**config.mk**
```make
export PLATFORM = sky130hd
export DESIGN_NAME = dma2d_agen
export DESIGN_NICKNAME = d
export VERILOG_FILES = /design/src/rtl/dma2d_pkg.sv /design/src/rtl/dma2d_cfg_check.sv /design/src/rtl/dma2d_counters.sv /design/src/rtl/dma2d_addr.sv /design/src/rtl/dma2d_agen.sv
export SDC_FILE = /design/constraint.sdc
export NUM_CORES = 1
export LEC_CHECK = 0
export ABC_AREA = 1
export CAP_MARGIN = 15
export CORE_MARGIN = 3
export CORE_UTILIZATION = 53
export CTS_BUF_LIST = sky130_fd_sc_hd__clkbuf_8
export DETAILED_ROUTE_END_ITERATION = 12
export GPL_ROUTABILITY_DRIVEN = 0
export PLACE_DENSITY = 0.88
export SLEW_MARGIN = 20
export SYNTH_ARGS = -nofsm -noshare
export SYNTH_HDL_FRONTEND = slang
export SYNTH_SLANG_ARGS = --single-unit
```
**constraint.sdc**
```tcl
create_clock -name clk -period 3.7 [get_ports clk]
set_input_delay 0.74 -clock clk [delete_from_list [all_inputs] [get_ports clk]]
set_output_delay 0.74 -clock clk [all_outputs]
set_load 0.01 [all_outputs]
```
**src/rtl/dma2d_pkg.sv**
```systemverilog
// Shared encodings for the 2D DMA address generator.
// Assumes the flow and element size codes come straight from the descriptor fields.
package dma2d_pkg;

    typedef enum logic [1:0] {
        FLOW_STOP    = 2'b00,
        FLOW_RELOAD  = 2'b01,
        FLOW_CHAIN_S = 2'b10,
        FLOW_CHAIN_L = 2'b11
    } flow_e;

    typedef enum logic [1:0] {
        ESZ_BYTE = 2'b00,
        ESZ_HALF = 2'b01,
        ESZ_WORD = 2'b10,
        ESZ_RSVD = 2'b11
    } esize_e;

    typedef struct packed {
        logic  two_d;
        logic  irq_en;
        flow_e flow;
    } mode_t;

endpackage

```
**src/rtl/dma2d_cfg_check.sv**
```systemverilog
// Stride checker: flags a configuration whose element step does not match the
// element size in magnitude, or whose size code is reserved.
// Assumes MOD_W is at least 4, so a 4-byte size fits.
module dma2d_cfg_check
    import dma2d_pkg::*;
#(
    parameter int MOD_W = 16
) (
    input  logic [1:0]              esize,
    input  logic signed [MOD_W-1:0] xmod,
    output logic                    bad
);

    logic [MOD_W-1:0] mag;
    logic [MOD_W-1:0] want;

    // Compare the step magnitude with the byte count of the element size.
    always_comb begin
        mag  = xmod[MOD_W-1] ? $unsigned(-xmod) : $unsigned(xmod);
        want = MOD_W'(1) << esize;
        bad  = (esize_e'(esize) == ESZ_RSVD) || (mag != want);
    end

endmodule

```
**src/rtl/dma2d_counters.sv**
```systemverilog
// Row and column counters: count down the elements of a row and the rows of a block.
// Reports whether an accepted element ends a row or the whole block.
// Assumes step is never high while cur_x is 0; the top gates it with the run state.
module dma2d_counters #(
    parameter int CNT_W = 16
) (
    input  logic             clk,
    input  logic             rst_n,
    input  logic             load,
    input  logic [CNT_W-1:0] ld_x,
    input  logic [CNT_W-1:0] ld_y,
    input  logic             two_d,
    input  logic             step,
    output logic [CNT_W-1:0] cur_x,
    output logic [CNT_W-1:0] cur_y,
    output logic             last_elem,
    output logic             row_wrap,
    output logic             block_end
);

    localparam logic [CNT_W-1:0] CNT_MAX = '1;
    localparam logic [CNT_W-1:0] CNT_ONE = CNT_W'(1);

    logic [CNT_W-1:0] x_prog;

    function automatic logic [CNT_W-1:0] eff_cnt(input logic [CNT_W-1:0] c);
        return (c == '0) ? CNT_MAX : c;
    endfunction

    assign last_elem = step && (cur_x == CNT_ONE);
    assign row_wrap  = last_elem && two_d && (cur_y > CNT_ONE);
    assign block_end = last_elem && !row_wrap;

    // Count state: load, row reload with row decrement, or column decrement.
    always_ff @(posedge clk) begin
        if (!rst_n) begin
            cur_x  <= '0;
            cur_y  <= '0;
            x_prog <= '0;
        end else if (load) begin
            cur_x  <= eff_cnt(ld_x);
            cur_y  <= eff_cnt(ld_y);
            x_prog <= eff_cnt(ld_x);
        end else if (row_wrap) begin
            cur_y <= cur_y - CNT_ONE;
            cur_x <= x_prog;
        end else if (step) begin
            cur_x <= cur_x - CNT_ONE;
        end
    end

    // a step inside a row takes one off the column count.
    p_xdec_r2: assert property (@(posedge clk) disable iff (!rst_n)
        (step && (cur_x > CNT_ONE) && !load) |=> (cur_x == $past(cur_x) - CNT_ONE));

    // a row end reloads the columns and takes one off the rows.
    p_rowload_r3: assert property (@(posedge clk) disable iff (!rst_n)
        (row_wrap && !load) |=> ((cur_x == x_prog) && (cur_y == $past(cur_y) - CNT_ONE)));

    // the last element of a block empties the column count.
    p_blockzero_r5: assert property (@(posedge clk) disable iff (!rst_n)
        (block_end && !load) |=> (cur_x == '0));

endmodule

```
**src/rtl/dma2d_addr.sv**
```systemverilog
// Address register: holds the current address and moves it by the signed
// element step, or by the signed row step at the end of a row.
// Assumes ADDR_W >= MOD_W; the steps are sign-extended to the address width.
module dma2d_addr #(
    parameter int ADDR_W = 32,
    parameter int MOD_W  = 16
) (
    input  logic                    clk,
    input  logic                    rst_n,
    input  logic                    load,
    input  logic [ADDR_W-1:0]       ld_addr,
    input  logic signed [MOD_W-1:0] ld_xmod,
    input  logic signed [MOD_W-1:0] ld_ymod,
    input  logic                    step,
    input  logic                    row_wrap,
    output logic [ADDR_W-1:0]       cur_addr
);

    logic signed [MOD_W-1:0] xmod_q;
    logic signed [MOD_W-1:0] ymod_q;
    logic [ADDR_W-1:0]       xstep;
    logic [ADDR_W-1:0]       ystep;

    // Sign-extend both steps to the address width.
    assign xstep = ADDR_W'(xmod_q);
    assign ystep = ADDR_W'(ymod_q);

    // Address update. A row end uses the net of (+X, -X, +Y), which is just +Y.
    always_ff @(posedge clk) begin
        if (!rst_n) begin
            cur_addr <= '0;
            xmod_q   <= '0;
            ymod_q   <= '0;
        end else if (load) begin
            cur_addr <= ld_addr;
            xmod_q   <= ld_xmod;
            ymod_q   <= ld_ymod;
        end else if (row_wrap) begin
            cur_addr <= cur_addr + ystep;
        end else if (step) begin
            cur_addr <= cur_addr + xstep;
        end
    end

    // an ordinary step adds the element step.
    p_xstep_r2: assert property (@(posedge clk) disable iff (!rst_n)
        (step && !row_wrap && !load) |=> (cur_addr == $past(cur_addr) + $past(xstep)));

    // a row end adds only the row step.
    p_ywrap_r3: assert property (@(posedge clk) disable iff (!rst_n)
        (row_wrap && !load) |=> (cur_addr == $past(cur_addr) + $past(ystep)));

endmodule

```
**src/rtl/dma2d_agen.sv**
```systemverilog
// 2D DMA address generator top: channel run state, block-end handling by flow
// mode, row-end interrupt, and hold-off of element strobes while a new
// descriptor is awaited.
// Assumes the descriptor parser answers desc_req with a load pulse carrying
// the next programmed values; load takes priority over halt.
module dma2d_agen
    import dma2d_pkg::*;
#(
    parameter int ADDR_W = 32,
    parameter int CNT_W  = 16,
    parameter int MOD_W  = 16
) (
    input  logic                    clk,
    input  logic                    rst_n,
    input  logic                    load,
    input  logic                    halt,
    input  logic [ADDR_W-1:0]       prog_addr,
    input  logic [CNT_W-1:0]        prog_xcnt,
    input  logic signed [MOD_W-1:0] prog_xmod,
    input  logic [CNT_W-1:0]        prog_ycnt,
    input  logic signed [MOD_W-1:0] prog_ymod,
    input  logic                    prog_two_d,
    input  logic                    prog_irq_en,
    input  logic [1:0]              prog_flow,
    input  logic [1:0]              prog_esize,
    input  logic                    elem_stb,
    output logic                    elem_rdy,
    output logic [ADDR_W-1:0]       cur_addr,
    output logic [CNT_W-1:0]        cur_xcnt,
    output logic [CNT_W-1:0]        cur_ycnt,
    output logic                    running,
    output logic                    done,
    output logic                    cfg_err,
    output logic                    desc_req,
    output logic                    irq
);

    mode_t mode_q;
    logic  step;
    logic  last_elem;
    logic  row_wrap;
    logic  block_end;
    logic  cfg_bad;

    // Strobes are taken only while running and not waiting on a descriptor.
    assign elem_rdy = running && !desc_req;
    assign step     = elem_stb && elem_rdy;

    dma2d_cfg_check #(.MOD_W(MOD_W)) u_check (
        .esize (prog_esize),
        .xmod  (prog_xmod),
        .bad   (cfg_bad)
    );

    dma2d_counters #(.CNT_W(CNT_W)) u_cnt (
        .clk       (clk),
        .rst_n     (rst_n),
        .load      (load),
        .ld_x      (prog_xcnt),
        .ld_y      (prog_ycnt),
        .two_d     (mode_q.two_d),
        .step      (step),
        .cur_x     (cur_xcnt),
        .cur_y     (cur_ycnt),
        .last_elem (last_elem),
        .row_wrap  (row_wrap),
        .block_end (block_end)
    );

    dma2d_addr #(.ADDR_W(ADDR_W), .MOD_W(MOD_W)) u_addr (
        .clk      (clk),
        .rst_n    (rst_n),
        .load     (load),
        .ld_addr  (prog_addr),
        .ld_xmod  (prog_xmod),
        .ld_ymod  (prog_ymod),
        .step     (step),
        .row_wrap (row_wrap),
        .cur_addr (cur_addr)
    );

    // Channel control: start on load, stop on halt, and at block end either finish or request a chain.
    always_ff @(posedge clk) begin
        if (!rst_n) begin
            mode_q   <= '0;
            running  <= 1'b0;
            done     <= 1'b0;
            cfg_err  <= 1'b0;
            desc_req <= 1'b0;
            irq      <= 1'b0;
        end else if (load) begin
            mode_q   <= '{two_d: prog_two_d, irq_en: prog_irq_en, flow: flow_e'(prog_flow)};
            running  <= !cfg_bad;
            cfg_err  <= cfg_bad;
            done     <= 1'b0;
            desc_req <= 1'b0;
            irq      <= 1'b0;
        end else if (halt) begin
            running  <= 1'b0;
            desc_req <= 1'b0;
            irq      <= 1'b0;
        end else begin
            irq <= last_elem && mode_q.irq_en;
            if (block_end) begin
                if (mode_q.flow == FLOW_STOP) begin
                    running <= 1'b0;
                    done    <= 1'b1;
                end else begin
                    desc_req <= 1'b1;
                end
            end
        end
    end

    // an emptied row with the interrupt enabled pulses irq next cycle.
    p_irq_follow_r4: assert property (@(posedge clk) disable iff (!rst_n)
        (last_elem && mode_q.irq_en && !load && !halt) |=> irq);

    // irq never appears without an emptied row in the cycle before.
    p_irq_cause_r4: assert property (@(posedge clk) disable iff (!rst_n)
        $rose(irq) |-> $past(last_elem));

    // a finished channel is not running.
    p_done_idle_r5: assert property (@(posedge clk) disable iff (!rst_n)
        done |-> !running);

    // while a descriptor is awaited the address and counters hold.
    p_hold_r6: assert property (@(posedge clk) disable iff (!rst_n)
        (desc_req && !load) |=> ($stable(cur_addr) && $stable(cur_xcnt) && $stable(cur_ycnt)));

    // a rejected configuration leaves the channel stopped.
    p_err_idle_r7: assert property (@(posedge clk) disable iff (!rst_n)
        cfg_err |-> !running);

    // a halt stops the channel on the next cycle.
    p_halt_r8: assert property (@(posedge clk) disable iff (!rst_n)
        (halt && !load) |=> (!running && !desc_req));

endmodule

```
# [Word-level counts from Yosys, hierarchy flattened]
# Cells that the tools add are included.
[word_totals] input_bits=107 reg_bits=121 out_inout_bits=70 wordCells=65
[classes] add_sub_neg=5 muxes=15 n_reduce_logical=23 eq_ne=3 n_lt_le_gt_ge=1 shifts=1 n_bitwise=3
[op_table] op="$mux 16" n=8
[op_table] op="$mux 32" n=3
[op_table] op="$add 32x32->32" n=2
[op_table] op="$logic_not 16->1" n=2
[op_table] op="$sub 16x1->16 const B" n=2
[op_table] op="$eq 16x1->1 const B" n=1
[op_table] op="$gt 16x1->1 const B" n=1
[op_table] op="$ne 16x16->1" n=1
[op_table] op="$neg 16->16" n=1
[op_table] op="$shl 1x2->16 const A" n=1
[op_table] op="$reduce_bool 3->1" n=3
[op_table] op="$logic_and 1x1->1" n=7
[op_table] op="$mux 1" n=4
[op_table] op="$reduce_and 2->1" n=2
[op_table] op="$logic_not 1->1" n=3
[op_table] op="$not 1->1" n=3
[op_table] op="$reduce_and 3->1" n=1
[op_table] op="$reduce_or 3->1" n=1
[op_table] op="$eq 2x2->1 const B" n=1
[op_table] op="$logic_not 2->1" n=1
[op_table] op="$reduce_bool 2->1" n=1
[op_table] op="$reduce_or 2->1" n=1
[op_table] op="$logic_or 1x1->1" n=1

# [Depth between registers and ports, before layout]
[depth] ltp_word=11 ltp_mapped=29 ltp_nobuf=28

# [Cells and area by module]
# From an unflattened synthesis, not the netlist that was laid out.
[unflattened] cells_unflattened=1628 area_unflattened_um2=9323.9
[by_module_without_submodules] mod="dma2d_addr" area_each_um2=5123.7 seq_area_each_um2=1281.2 n_inst=1 cells_each=902
[by_module_without_submodules] mod="dma2d_counters" area_each_um2=3280.6 seq_area_each_um2=960.9 n_inst=1 cells_each=555
[by_module_without_submodules] mod="dma2d_cfg_check" area_each_um2=581.8 seq_area_each_um2=0.0 n_inst=1 cells_each=129
[by_module_without_submodules] mod="dma2d_agen" area_each_um2=337.8 seq_area_each_um2=180.2 n_inst=1 cells_each=42

# [Worst setup path after synthesis]
# Ideal clock, no wire load.
[synth_path] path_type="input -> register" startpoint="in elem_stb" endpoint="reg u_addr.cur_addr[30]" path_buffers=1 path_stages=26 setup_time_ps=132 setup_slack_ps=235 required_time_ps=3568 arrival_ps=3333 path_cell_list="nand3_1 -> nor2_1 -> nand2_1 -> nor2_4 -> nand3_4 -> inv_2 -> buf_2 -> nor2_1 -> nor2_1 -> ha_1 -> inv_1 -> fa_1 -> inv_1 -> nand3_1 -> nand2_1 -> nand2_1 -> nand2_1 -> nand2_1 -> nand2_1 -> nand2_1 -> nand2_1 -> nand2_1 -> nand3_1 -> nand3_1 -> nand2_1 -> a21oi_1"
[synth_via] elab_chain_len=6 word_cells_on_any_way=7 cone_classes="mux: 2; reduce/logical: 5"
[synth_lines] element="from (decl)" line="dma2d_agen.sv:26" source="input logic elem_stb,"
[synth_lines] element="$logic_and 1x1->1 (*)" line="dma2d_agen.sv:47" source="assign step = elem_stb && elem_rdy;"
[synth_lines] element="$logic_and 1x1->1" line="dma2d_counters.sv:30" source="assign last_elem = step && (cur_x == CNT_ONE);"
[synth_lines] element="$logic_and 1x1->1 (2 in series)" line="dma2d_counters.sv:31" source="assign row_wrap = last_elem && two_d && (cur_y > CNT_ONE);"
[synth_lines] element="$mux 32" line="dma2d_addr.sv:38" source="end else if (row_wrap) begin"
[synth_lines] element="$mux 32" line="dma2d_addr.sv:34" source="end else if (load) begin"
[synth_lines] element="to (signal assigned)" line="dma2d_addr.sv:35" source="cur_addr <= ld_addr;"
[synth_lines] element="to (signal assigned)" line="dma2d_addr.sv:39" source="cur_addr <= cur_addr + ystep;"
[synth_lines] element="to (signal assigned)" line="dma2d_addr.sv:41" source="cur_addr <= cur_addr + xstep;"
[synth_lines] element="to (decl)" line="dma2d_addr.sv:16" source="output logic [ADDR_W-1:0] cur_addr"
# Every way passes the cells marked *; elsewhere a longest branch is shown, timed or not.
# A chain may end at the register's enable or synchronous reset.

# [Worst setup path in the final report]
[layout_path] startpoint="in elem_stb" endpoint="reg u_addr.cur_addr[21]"
# The elaborated chain is that of the path after synthesis.

==> impl_metrics.yaml <==
sta:
  maxSlewViolCount: 0
  setup_viol: 0
  tightest_slew_ns: 0.826
  slew_headroom_pct: 44.9
  hold-worst-slack_ns: 0.467
  fin_crit_sh_pct: 94.8
  clock_skew_ns: 0.0157
  finalHoldViolCount: 0
  fmax_ghz: 0.285
  fin_crit_ns: 3.51
power_and_ir_drop:
  pwr_density_cell_nw_per_um2: 357
  p_sw_mw: 1.27
  seq_power_share_pct: 37.9
  p_leak_nw: 4.88
  power_frac_comb_pct: 26.5
  swShare_pct: 32.4
  ir_drop_mv: 0.319
  internal-power_mw: 2.65
  p_clk_share_pct: 35.6
  power_mw: 3.92
placed_design:
  port_buffers: 176
  post_dp_cell_area_um2: 10500
  dp_hpwl_mm: 19.2
  dp_cells: 1675
synthesis:
  synth_top_cells_by_count: "270 x nand2_1, 223 x nor2_1, 127 x inv_1"
  synth.avg_cell_area_um2: 6.29
  yosys.area.top_type: "dfxtp_1"
  synthAdderAreaFrac_pct: 5.73
  synthSimpleGateAreaFrac_pct: 30.7
  synth_xor_area_share_pct: 3.31
  synth_top_area_share_pct: 29.5
  async_flop_share_pct: 0
  netlist_area_um2: 8210
  synthTopCellsByArea: "dfxtp_1 30%, nand2_1 12%, nor2_1 10%"
  synth_edf_count: 0
  syn-num-nets: 1448
  ys_seq_area_share_pct: 29.5
  synth_top_family_by_area: "simple AND/OR/NAND/NOR gates"
  synth_cells: 1304
  synth_ff_type: "dfxtp_1"
  synth_seq_cells: 121
  synth_compound_area_share_pct: 21.9
  synth.most_common_cell: "nand2_1"
  synth_warnings: 0
  synth_cell_types: 45
  muxShareOfSynthArea_pct: 0
route:
  wl_per_cell_um: 15.7
  wl_mm: 26.8
  drcViolationCount: 0
  drtIter0Drc: 1011
  first_pass_iters: 6
  dr_total_vias: 9887
  ant_nets: 0
  routed_via_density: 5.79
grt:
  gr-total-overflow: 0
  first_global_vias: 9167
  grt_use_total_pct: 30.8
  grt_max_degree: 93
  grt_pass1_wl_mm: 42.4
  antenna_found_initial: 1
critical_path:
  crit_type: "input pin to flop"
  start_kind: "input pin"
  cp_max_fo: 13
  arrival_ns: 3.83
  r2r-start: "u_cnt.cur_y[0]$_SDFFE_PN0P_"
  cp.required_ns: 4.02
  r2r_setup_slack_ns: 0.33
  r2r-end: "u_addr.cur_addr[21]$_SDFFE_PN0P_"
  cp-startpoint: "elem_stb"
  reg2regPathDepth: 25
  end_kind: "flop"
clock_tree:
  cts_tree: "done"
  ctsHoldBuffers: 0
  clk_latency_ns: 0.46
  cts_buffers: 17
  cts_root_buffer: "clkbuf_8"
  clk_pin_slew_ns: 0.08
  cts_max_level: 4
  clockBufferDepth: 2
  cts.sinks: 121
min_path:
  min_to: "u_cnt.x_prog[11]$_SDFFE_PN0P_"
  hp-start: "u_cnt.x_prog[11]$_SDFFE_PN0P_"
  hold_depth: 2
  hold_path_class: "flop to flop"
floorplan:
  core_area_um2: 14900
  ioPinCount: 177
  die_h_um: 130
  die_x_um: 130
  rows: 44
  fp.dieArea_um2: 17000
  initial_core_util_pct: 55.2
final_layout:
  final_cells: 1708
  final_nets: 1654
  syn2layout_area_growth_pct: 33.6
  fin_area_um2: 11000
  drive_above_1_share_pct: 8.14
outcome:
  outcome: "finished, final reports clean"
job:
  drv_cap: 0
## stage by stage
step                      setup TNS, ns  utilization [%]  worst slack, ns
after floorplan                       0                -            0.235
after global placement           -0.417             70.4          -0.0851
after detailed placement          -2.36             70.4           -0.193
after CTS                             0             73.4            0.191
after global routing             -0.111             73.8          -0.0550
final                                 0             73.8            0.193
## final cells by class
class | instances | area [um2]
Multi-Input combinational cell | 998 | 5110
Fill cell | 1222 | 3900
Sequential cell | 121 | 2420
Timing Repair Buffer | 240 | 2250
Inverter | 132 | 495
Clock buffer | 18 | 248
Tap cell | 184 | 230
Clock inverter | 14 | 209
Antenna cell | 1 | 2.50
## layout by cell type (no fill, tap or decap), types with 6 or more instances in the layout
| master | count |
|---|---|
| buf_4 | 63 |
| ha_1 | 35 |
| a21oi_1 | 118 |
| a31oi_1 | 6 |
| xor2_1 | 20 |
| xnor2_1 | 11 |
| o21ai_0 | 125 |
| o21bai_1 | 6 |
| dfxtp_1 | 121 |
| o211ai_1 | 29 |
| nor2_1 | 219 |
| clkbuf_8 | 18 |
| inv_1 | 127 |
| nand4_1 | 16 |
| nand2_1 | 266 |
| nor3_1 | 11 |
| clkdlybuf4s50_1 | 174 |
| nand3_1 | 72 |
## cells by family (layout without fill, tap and decap cells)
group | Yosys count | after routing
other | 0 | 1
XOR/XNOR | 31 | 31
flip-flops | 121 | 121
AO/OA/AOI/OAI | 320 | 320
AND/OR/NAND/NOR | 610 | 610
buffers and inverters | 185 | 404
adder cells (fa/ha/maj) | 37 | 37
## registers in the layout, indices dropped and copies added, names as in the netlist
register	count
u_addr.cur_addr	32
u_addr.xmod_q	16
u_addr.ymod_q	16
u_cnt.cur_x	16
u_cnt.cur_y	16
u_cnt.x_prog	16
mode_q	4
cfg_err	1
desc_req	1
done	1
irq	1
running	1
## worst max path at each step
| stage | to |
|---|---|
| after CTS | u_addr.cur_addr[22]$_SDFFE_PN0P_ |
| after global routing | u_addr.cur_addr[22]$_SDFFE_PN0P_ |
| final | u_addr.cur_addr[21]$_SDFFE_PN0P_ |
| after detailed placement | u_addr.cur_addr[21]$_SDFFE_PN0P_ |
| after floorplan | u_addr.cur_addr[30]$_SDFFE_PN0P_ |
| after global placement | u_addr.cur_addr[30]$_SDFFE_PN0P_ |
## routing by layer
metal	global-route usage, %	part of all wire, %	up-vias
li1	-	-	4753
met1	37.5	40	4519
met2	52.6	48	514
met3	5.61	7.7	101
met4	15.1	4.3	0
met5	0	0	-
## power by group through the flow
stage / registers (mW) / clock network (mW) / logic, mW
4_1_cts: 1.48 / 1.40 / 1.02
3_5_place_dp: 1.51 / 0 / 1.01
6_report: 1.48 / 1.39 / 1.04
5_1_grt: 1.49 / 1.47 / 1.14
3_3_place_gp: 1.51 / 0 / 0.981
2_1_floorplan: 1.51 / 0 / 0.547
## critical path: stages
cell             delay [ns]
clkdlybuf4s50_1        0.52
nand3_2                0.11
nor2_1                 0.11
nand2_1                0.09
nor2_4                 0.12
nand3_4                0.09
inv_2                  0.11
buf_6                  0.16
nor2_1                 0.05
nor2_1                 0.17
ha_4                   0.25
a21oi_2                0.15
nand2_1                0.12
nand2_1                0.08
nand2_1                0.06
nand2_1                0.06
nand2_1                0.12
nand2_1                0.09
nand2_1                0.12
nand2_1                0.14
nand2_1                0.07
nand2_1                0.06
nand3_1                0.07
nand2_1                0.09
a21oi_1                0.05
## what timing repair did
| action | CTS | global route |
|---|---|---|
| buffers inserted | 0 | 0 |
| endpoints found under the setup margin | 0 | 20 |
| gates resized for setup | 0 | 12 |
(Power assumes the default switching activity.)
